--- src/rtl/alu5_pkg.sv ---
package alu5_pkg;
  localparam int unsigned OP_W = 3;

  typedef enum logic [OP_W-1:0] {
    OP_AND = 3'b000,
    OP_OR  = 3'b001,
    OP_ADD = 3'b010,
    OP_SUB = 3'b110,
    OP_SLT = 3'b111
  } alu_op_e;

  // Index of each candidate in a slice's 4-way select
  localparam logic [1:0] SEL_AND  = 2'd0;
  localparam logic [1:0] SEL_OR   = 2'd1;
  localparam logic [1:0] SEL_SUM  = 2'd2;
  localparam logic [1:0] SEL_LESS = 2'd3;

  function automatic logic op_defined(input logic [OP_W-1:0] op);
    return (op == OP_AND) || (op == OP_OR) || (op == OP_ADD) ||
           (op == OP_SUB) || (op == OP_SLT);
  endfunction
endpackage

--- src/rtl/alu5_slice.sv ---
module alu5_slice
  import alu5_pkg::*;
(
  input  logic       a_i,
  input  logic       b_i,
  input  logic       binv_i,
  input  logic       cin_i,
  input  logic       less_i,
  input  logic [1:0] sel_i,
  output logic       r_o,
  output logic       cout_o
);
  logic b_eff;
  logic sum;

  assign b_eff  = b_i ^ binv_i;
  assign sum    = a_i ^ b_eff ^ cin_i;
  assign cout_o = (a_i & b_eff) | (cin_i & (a_i ^ b_eff));

  always_comb begin
    unique case (sel_i)
      SEL_AND:  r_o = a_i & b_eff;
      SEL_OR:   r_o = a_i | b_eff;
      SEL_SUM:  r_o = sum;
      SEL_LESS: r_o = less_i;
      default:  r_o = 1'b0;
    endcase
  end
endmodule

--- src/rtl/alu5_msb_flags.sv ---
module alu5_msb_flags (
  input  logic a_msb_i,
  input  logic b_msb_i,
  input  logic binv_i,
  input  logic c_into_msb_i,
  input  logic c_out_msb_i,
  output logic ovf_o,
  output logic set_o
);
  logic msb_sum;

  assign ovf_o   = c_into_msb_i ^ c_out_msb_i;
  assign msb_sum = a_msb_i ^ (b_msb_i ^ binv_i) ^ c_into_msb_i;
  // When the difference overflows, its sign bit is the wrong way round
  assign set_o   = msb_sum ^ ovf_o;
endmodule

--- src/rtl/alu5_zero_detect.sv ---
module alu5_zero_detect #(
  parameter int unsigned W = 32
) (
  input  logic [W-1:0] r_i,
  output logic         zero_o
);
  assign zero_o = ~(|r_i);
endmodule

--- src/rtl/alu5_core.sv ---
module alu5_core
  import alu5_pkg::*;
#(
  parameter int unsigned W = 32
) (
  input  logic [W-1:0]    a_i,
  input  logic [W-1:0]    b_i,
  input  logic [OP_W-1:0] op_i,
  output logic [W-1:0]    result_o,
  output logic            zero_o,
  output logic            ovf_o,
  output logic            carry_o
);
  localparam int unsigned MSB = W - 1;

  logic [W:0]   carry;
  logic [W-1:0] raw;
  logic         binv;
  logic         set_bit;
  logic         ovf_raw;
  logic         op_ok;

  assign binv     = op_i[2];
  assign carry[0] = op_i[2];
  assign op_ok    = op_defined(op_i);

  for (genvar i = 0; i < W; i++) begin : g_slice
    logic less_in;
    if (i == 0) begin : g_lsb
      assign less_in = set_bit;
    end else begin : g_rest
      assign less_in = 1'b0;
    end
    alu5_slice u_slice (
      .a_i    (a_i[i]),
      .b_i    (b_i[i]),
      .binv_i (binv),
      .cin_i  (carry[i]),
      .less_i (less_in),
      .sel_i  (op_i[1:0]),
      .r_o    (raw[i]),
      .cout_o (carry[i+1])
    );
  end

  alu5_msb_flags u_msb (
    .a_msb_i      (a_i[MSB]),
    .b_msb_i      (b_i[MSB]),
    .binv_i       (binv),
    .c_into_msb_i (carry[MSB]),
    .c_out_msb_i  (carry[W]),
    .ovf_o        (ovf_raw),
    .set_o        (set_bit)
  );

  assign result_o = op_ok ? raw : '0;
  assign ovf_o    = op_ok & ovf_raw;
  assign carry_o  = op_ok & carry[W];

  alu5_zero_detect #(.W(W)) u_zero (
    .r_i    (result_o),
    .zero_o (zero_o)
  );
endmodule

--- config.mk ---
export PLATFORM = sky130hd
export DESIGN_NAME = alu5_core
export DESIGN_NICKNAME = d
export VERILOG_FILES = /design/src/rtl/alu5_pkg.sv /design/src/rtl/alu5_slice.sv /design/src/rtl/alu5_msb_flags.sv /design/src/rtl/alu5_zero_detect.sv /design/src/rtl/alu5_core.sv
export SDC_FILE = /design/constraint.sdc
export NUM_CORES = 1
export LEC_CHECK = 0
export ABC_AREA = 1
export BUFFER_PORTS_ARGS = -buffer_cell sky130_fd_sc_hd__buf_2
export CORE_MARGIN = 4
export CORE_UTILIZATION = 55
export DETAILED_ROUTE_END_ITERATION = 8
export PLACE_DENSITY = 0.85
export SYNTH_ARGS = -nofsm -noshare
export SYNTH_HDL_FRONTEND = slang
export SYNTH_SLANG_ARGS = --single-unit
export TNS_END_PERCENT = 5
--- constraint.sdc ---
create_clock -name vclk -period 17.25
set_input_delay 0 -clock vclk [all_inputs]
set_output_delay 0 -clock vclk [all_outputs]
set_load 0.02 [all_outputs]
# Word-level counts from Yosys, hierarchy flattened
# Index checks and enable logic that the tools add are counted.
# word_totals
register_bits	0
latch_bits	0
ramBits	0
rom_bits	0
input_bits	67
wordCells	276
memories	0
# classes
n_addsub	0
multipliers	0
div	0
magnitude_cmp	0
eq_ne	7
shifts	0
muxes	33
n_bitwise	229
reduce_logical	7
# ops
op	count
$pmux W1 S4	32
$xor A1 B1 Y1	98
$and A1 B1 Y1	66
$or A1 B1 Y1	64
$mux W32	1
$reduce_or A32 Y1	1
$eq A3 B3 Y1 const B	2
$eq A2 B2 Y1 const B	2
$logic_or A1 B1 Y1	4
$eq A3 B1 Y1 const B	1
$eq A3 B2 Y1 const B	1
$logic_not A3 Y1	1
$eq A2 B1 Y1 const B	1
$logic_not A2 Y1	1
$not A1 Y1	1

# Depth between registers and ports, before layout
# Gate-level depths: netlist of run 1.
# depth
ltp_word	72
mapped_depth	49
mapped_depth_nobuf	47

# Cells and area by module
# From an unflattened synthesis of run 1, not the netlist that was laid out.
# unflattened
hier_cells	706
hier_area_um2	4076.4
# modules_own_cells
mod	instances	cells_each	area_each_um2	seq_area_each_um2
alu5_slice	32	18	108.9	0.0
alu5_core	1	79	396.6	0.0
alu5_zero_detect	1	31	116.4	0.0
alu5_msb_flags	1	20	80.1	0.0

# Worst setup path before layout of run 1
# No wires, ideal clock.
# synth_timing
kind	input to output
startpoint	input port op_i[2]
endpoint	output port zero_o
arrival_time_ns	12.987
slack_ns	4.263
stages	47
path_buffers	2
cell_sequence	buf_2 buf_2 xnor2_1 inv_1 fa_1 fa_1 fa_1 fa_1 fa_1 fa_1 fa_1 fa_1 fa_1 fa_1 fa_1 fa_1 fa_1 fa_1 [... 11 more ...] fa_1 inv_1 fa_1 inv_1 fa_1 inv_1 fa_1 fa_1 fa_1 or2_2 nand2_1 nand2_1 nor2_1 nor2_1 nand2_1 nor2_1 nand2_1 nor2_1
# synth_via
elab_cells_between_ends	270
classes_between	eq/ne (4); mux (33); bitwise (227); reduce/logical (6)
# synth_lines
element	line	rtl
from (decl)	alu5_core.sv:8	input logic [OP_W-1:0] op_i,
$xor A1 B1 Y1	alu5_slice.sv:16	assign b_eff = b_i ^ binv_i;
$xor A1 B1 Y1	alu5_slice.sv:18	assign cout_o = (a_i & b_eff) | (cin_i & (a_i ^ b_eff));
$and A1 B1 Y1	alu5_slice.sv:18	
$or A1 B1 Y1	alu5_slice.sv:18	
$and A1 B1 Y1	alu5_slice.sv:18	
$or A1 B1 Y1	alu5_slice.sv:18	
$and A1 B1 Y1	alu5_slice.sv:18	
$or A1 B1 Y1	alu5_slice.sv:18	
[... 54 more ...]	n/a	
$and A1 B1 Y1	alu5_slice.sv:18	
$or A1 B1 Y1	alu5_slice.sv:18	
$xor A1 B1 Y1	alu5_slice.sv:17	assign sum = a_i ^ b_eff ^ cin_i;
$pmux W1 S4	alu5_slice.sv:21	unique case (sel_i)
$mux W32 (*)	alu5_core.sv:56	assign result_o = op_ok ? raw : '0;
net result_o[31]	alu5_core.sv:9	output logic [W-1:0] result_o,
$reduce_or A32 Y1 (*)	alu5_zero_detect.sv:7	assign zero_o = ~(|r_i);
$not A1 Y1 (*)	alu5_zero_detect.sv:7	
to (decl)	alu5_core.sv:10	output logic zero_o,
# The timed path passes the listed nets; every way through them passes the cells marked *.

# Final worst setup path of run 1
# layout_timing
startpoint	input port op_i[2]
endpoint	output port zero_o
# layout_via
elab_chain_len	72
elab_cells_between_ends	270
classes_between	eq/ne (4); mux (33); bitwise (227); reduce/logical (6)
# layout_lines
element	line	rtl
$xor A1 B1 Y1	alu5_slice.sv:16	
$xor A1 B1 Y1	alu5_slice.sv:17, alu5_slice.sv:18	
$and A1 B1 Y1	alu5_slice.sv:18	
$or A1 B1 Y1	alu5_slice.sv:18	
$and A1 B1 Y1	alu5_slice.sv:18	
$or A1 B1 Y1	alu5_slice.sv:18	
$and A1 B1 Y1	alu5_slice.sv:18	
$or A1 B1 Y1	alu5_slice.sv:18	
[... 56 more ...]	n/a	
$and A1 B1 Y1	alu5_slice.sv:18	
$or A1 B1 Y1	alu5_slice.sv:18	
$xor A1 B1 Y1	alu5_msb_flags.sv:12	assign ovf_o = c_into_msb_i ^ c_out_msb_i;
$xor A1 B1 Y1	alu5_msb_flags.sv:15	assign set_o = msb_sum ^ ovf_o;
$pmux W1 S4	alu5_slice.sv:21	
$mux W32 (*)	alu5_core.sv:56	
$reduce_or A32 Y1 (*)	alu5_zero_detect.sv:7	
$not A1 Y1 (*)	alu5_zero_detect.sv:7	
# Every way passes the cells marked *; elsewhere a longest branch is shown, timed or not.

==> summary.md, run 1 <==
| Metric | Value |
|---|---|
| Ranking of synthesized cells by area | ha_1 (25%), fa_1 (20%), nand2_1 (15%), inv_1 (15%), xnor2_1 (8.3%) |
| Final Max Tran Viols | 0 |
| Fin crit share | 0.7973 |
| CTS resizes | 0 |
| Initial core utilization | 0.5799 |
| Syn. warnings | 0 |
| Tmin final | 13.75 ns |
| Layout area overhead | 15.89% |
| Fmax | 72.71 MHz |
| Post-Place Setup Slack | 3.544 ns |
| GRT Util Overall | 0.2182 |
| Core area | 5608 um2 |
| Max-cap viol count | 0 |
| Routability cong. | 0.8695 |
| Routed vias/inst | 4.656 |
| DIE HEIGHT | 84.89 um |
| Worst hold margin | 0.6141 ns |
| Post-CTS Setup Inserts | 0 |
| Worst setup path class | in -> out |
| Final Hold Fails | 0 |
| Die width | 84.89 um |
| Slew @ Worst Pin | 1.025 ns |
| Antenna violations before repair | 0 |
| Global route overflow | 0 |
| Maximum vdd drop | 19.33 uV |
| Relative slew slack | 0.3159 |
| Vias in the first global route | 3141 |
| Hold Crit Class | in -> out |
| Largest net degree at the start of global routing | 43 |
| Post-DR wirelength/cell | 11.58 um |
| # IOs | 102 |
| Row Count | 27 |
| Final Setup Violations | 0 |
| Hold Buf Count CTS | 0 |
| Worst setup EP type | output port |
| Vias | 3050 |
| Sequential cell area | 0 um2 |
| Max stage delay cell, worst path | buf_4 |
| Share of post-route cells with drive strength above 1 | 0.1921 |
| Buffers on Ports | 102 |
| CP required | 17.25 ns |
| Fin nets | 748 |
| Hold Startpoint | a_i[27] |
| # diodes | 0 |
| Leading area contributor after synthesis | ha_1 |
| Dpl hpwl | 6.247 mm |
| Setup TNS Final | 0 ns |
| WP data arrival | 13.75 ns |
| CP Launch Point | op_i[2] |
| Final WL | 7.586 mm |
| RSZ-0062 raised after global routing | false |
| Crit path launch type | input port |
| Die Footprint | 7206 um2 |
| Routed Antenna Nets | 0 |
| DRC viols | 0 |
| Pleak | 2.432 nW |
| Syn Inst Count | 499 |
| Syn nets | 662 |
| Status | completed |
| Synth top area share | 0.2462 |
| Cell Area, Synth | 3252 um2 |
| Commonest non-fill, non-tap cell in the layout | nand2_1 |
| Initial drt markers | 116 |
| Delay of the slowest cell on the worst path | 0.47 ns |
| FFs & Latches | 0 |
| First-pass detailed-route iteration total | 4 |
| First-pass GRT wire length | 13.50 mm |
| Mean Syn Cell Area | 6.517 um2 |
| Tot Pwr | 0.1273 mW |
| Most frequent CP cell | fa_1 |
| Clkbuf count | 0 |
| Netlist cell types | 22 |
| Most frequent cells in the layout | nand2_1 (133), inv_1 (130), buf_2 (102) |
| Power Density | 33.78 nW/um2 |
| Max FO, Critical Path | 35 |
| Setup WS post-layout | 3.497 ns |
| Share of the yosys chip area belonging to registers | 0 |
final cells by class:
cell class	count	area (um2)
inverter	133	501.7
timing repair buffer	104	525.5
fill	514	1839
tap	72	90.09
multi-input combinational	346	2651
power breakdown:
| part | leakage, nW | switching, mW | total, mW | internal [mW] |
|---|---|---|---|---|
| logic | 2.43 | 0.0787 | 0.127 | 0.0486 |
| registers | 0 | 0 | 0 | 0 |
| clock network | 0 | 0 | 0 | 0 |
cell families after synthesis:
| logic type | Yosys count | share of synthesized area |
|---|---|---|
| buf+inv | 153 | 0.1847 |
| compound gates | 15 | 0.02308 |
| xor+xnor | 32 | 0.08619 |
| simple gates | 203 | 0.2628 |
| fa+ha+maj | 96 | 0.4432 |
metal layers:
metal | up-vias | global-route usage | share of wire
met5 | - | 0 | 0
met4 | 0 | 0.02158 | 0.010
met3 | 8 | 0.008738 | 0.049
met2 | 78 | 0.4306 | 0.53
met1 | 1375 | 0.2690 | 0.41
li1 | 1589 | - | -
per-stage QoR:
step	cell area (um2)	util	cells
after global routing	3769	0.6720	655
final	3769	0.6720	655
after global placement	3769	0.6720	655
after CTS	3769	0.6720	655
after detailed placement	3769	0.6720	655
after floorplan	3252	-	499
worst paths after layout:
check             depth (start not counted)           end  slack, ns
setup / recovery                         48        zero_o       3.50
hold / removal                            7  result_o[27]       0.61
critical path: cells and delay by family:
kind	cells	cell delay [ns]
fa+ha+maj	31	11.66
xor+xnor	1	0.21
simple gates	9	0.80
buf+inv	7	1.05
cell usage after synthesis:
master / number
a21oi_1: 1
buf_1: 1
buf_2: 16
buf_4: 1
clkbuf_1: 2
fa_1: 32
ha_1: 64
inv_1: 130
inv_2: 2
inv_4: 1
nand2_1: 133
nand2_2: 1
nand3_1: 48
nand3b_1: 5
nor2_1: 11
nor2_2: 2
nor3_1: 1
o21ai_0: 5
o21ai_1: 9
or2_2: 2
xnor2_1: 31
xor2_1: 1
No activity file was read; power rests on OpenSTA's default activity.
==> run 2: changes to the inputs <==
- CORE_UTILIZATION: 55 -> 50
- PLACE_DENSITY: 0.85 -> 0.82
- clock period: 17.25 -> 11.6 ns (I/O delays scaled with it)
==> summary.md, run 2 (synthesis results as in run 1) <==
| Metric | Value |
|---|---|
| Tmin final | 11.89 ns |
| Vias | 3138 |
| Setup WS post-layout | -0.2873 ns |
| Most frequent CP cell | fa_2 |
| Hold Crit Depth | 7 |
| P_int | 0.08167 mW |
| Sequential cell area | 0 um2 |
| Initial drt markers | 108 |
| Top Family by Delay on Critical Path | adder cells |
| Global route overflow | 0 |
| Largest net degree at the start of global routing | 43 |
| Max-cap viol count | 0 |
| Max FO, Critical Path | 2 |
| DRC viols | 0 |
| Buf/Inv on CP | 6 |
| Dpl hpwl | 6.489 mm |
| Final Setup Violations | 1 |
| FFs & Latches | 0 |
| RSZ-0062 raised after global routing | true |
| Worst Hold End | result_o[29] |
| Hold Buf Count CTS | 0 |
| Area of the multi-input gates | 2751 um2 |
| Hold Startpoint | a_i[29] |
| Met1 WL | 3.206 mm |
| Fin crit share | 1.025 |
| First-pass GRT wire length | 12.69 mm |
| Failing checks | negative setup slack |
| Clock group share of total power | 0 |
| Flop pwr share | 0 |
| Commonest non-fill, non-tap cell in the layout | nand2_1 |
| Worst hold margin | 0.6107 ns |
| Final instance area | 3969 um2 |
| Clkbuf count | 0 |
| Switching share of power | 0.5984 |
| Final Hold Fails | 0 |
| WP data arrival | 11.89 ns |
| Max stage delay cell, worst path | fa_1 |
| Routed Antenna Nets | 0 |
| Comb pwr share | 1.000 |
| Final WL | 7.881 mm |
| Delay of the slowest cell on the worst path | 0.41 ns |
| Routability cong. | 0.7973 |
| # IOs | 102 |
| Die width | 88.65 um |
| Buffers on Ports | 102 |
| Hold Crit Class | in -> out |
| Maximum vdd drop | 28.63 uV |
| Relative slew slack | 0.2839 |
| Initial core utilization | 0.5121 |
| Antenna violations before repair | 0 |
| Post-CTS Setup Inserts | 0 |
| Core area | 6350 um2 |
| GRT Util Overall | 0.1963 |
| Fin nets | 759 |
| CP required | 11.60 ns |
| # diodes | 0 |
| Met3 routed wirelength | 384 um |
| Dpl cell area | 3943 um2 |
| CTS resizes | 2 |
| Worst setup path class | in -> out |
| Vias in the first global route | 2941 |
| Pleak | 2.465 nW |
| Share of post-route cells with drive strength above 1 | 0.2727 |
| Sw power | 0.1217 mW |
| Most frequent cells in the layout | nand2_1 (131), inv_1 (126), buf_2 (99) |
| First-pass detailed-route iteration total | 4 |
| Worst setup EP type | output port |
| Final Max Tran Viols | 0 |
| Slew @ Worst Pin | 1.070 ns |
| Crit path launch type | input port |
| DIE HEIGHT | 88.65 um |
| Post-DR wirelength/cell | 11.75 um |
| DR top layer | met4 |
| Row Count | 29 |
| Met2 WL | 4.235 mm |
| Fmax | 84.12 MHz |
| Fillcell total | 602 |
| Status | finished, violations left |
| Routed vias/inst | 4.677 |
| Die Footprint | 7858 um2 |
| Layout area overhead | 22.05% |
| Power Density | 51.24 nW/um2 |
run 2: cell count changes in the layout (fill, tap and decap cells not counted), moves of 3 or more:
cell,change
buf_4,+13
inv_2,+4
fa_2,+30
buf_2,-3
fa_1,-30
inv_1,-4
run 2: tightest hold or removal path: cells and delay by family:
kind | cells | cell delay [ns]
buffers and inverters | 3 | 0.28
AND/OR/NAND/NOR | 3 | 0.19
adder cells (fa/ha/maj) | 1 | 0.14
run 2: metrics by stage:
step / utilization / std cells / total power, mW / setup TNS (ns) / setup WS (ns)
after floorplan: - / 499 / 0.1398 / -0.1437 / -0.1437
after global placement: 0.6209 / 671 / 0.1936 / -0.2836 / -0.2836
after detailed placement: 0.6209 / 671 / 0.2016 / -0.5582 / -0.4174
after CTS: 0.6213 / 671 / 0.2028 / -0.4908 / -0.3914
after global routing: 0.6250 / 671 / 0.2335 / -1.064 / -0.6019
final: 0.6250 / 671 / 0.2033 / -0.2873 / -0.2873
run 2: worst max path at each step:
stage | endpoint | from | cells past startpoint | slack, ns
2_1_floorplan | zero_o | op_i[2] | 47 | -0.14
3_5_place_dp | zero_o | b_i[1] | 47 | -0.42
6_report | zero_o | b_i[1] | 47 | -0.29
5_1_grt | zero_o | b_i[1] | 47 | -0.60
4_1_cts | zero_o | op_i[2] | 47 | -0.39
3_3_place_gp | zero_o | op_i[2] | 47 | -0.28
run 2: area by class of cell:
type,count,area share
Timing Repair Buffer,115,0.1561
Inverter,133,0.1264
Multi-Input combinational cell,346,0.6933
Tap cell,77,0.02427
run 2: metal layers:
layer	track usage	up-vias
met2	0.3866	70
met4	0.01374	0
met1	0.2449	1455
li1	-	1609
met5	0	-
met3	0.005587	4
run 2: power by group through the flow:
| stage | logic (mW) | clock network, mW | registers [mW] |
|---|---|---|---|
| CTS | 0.203 | 0 | 0 |
| global route | 0.233 | 0 | 0 |
| finish | 0.203 | 0 | 0 |
| detailed placement | 0.202 | 0 | 0 |
| global placement | 0.194 | 0 | 0 |
| floorplan | 0.140 | 0 | 0 |
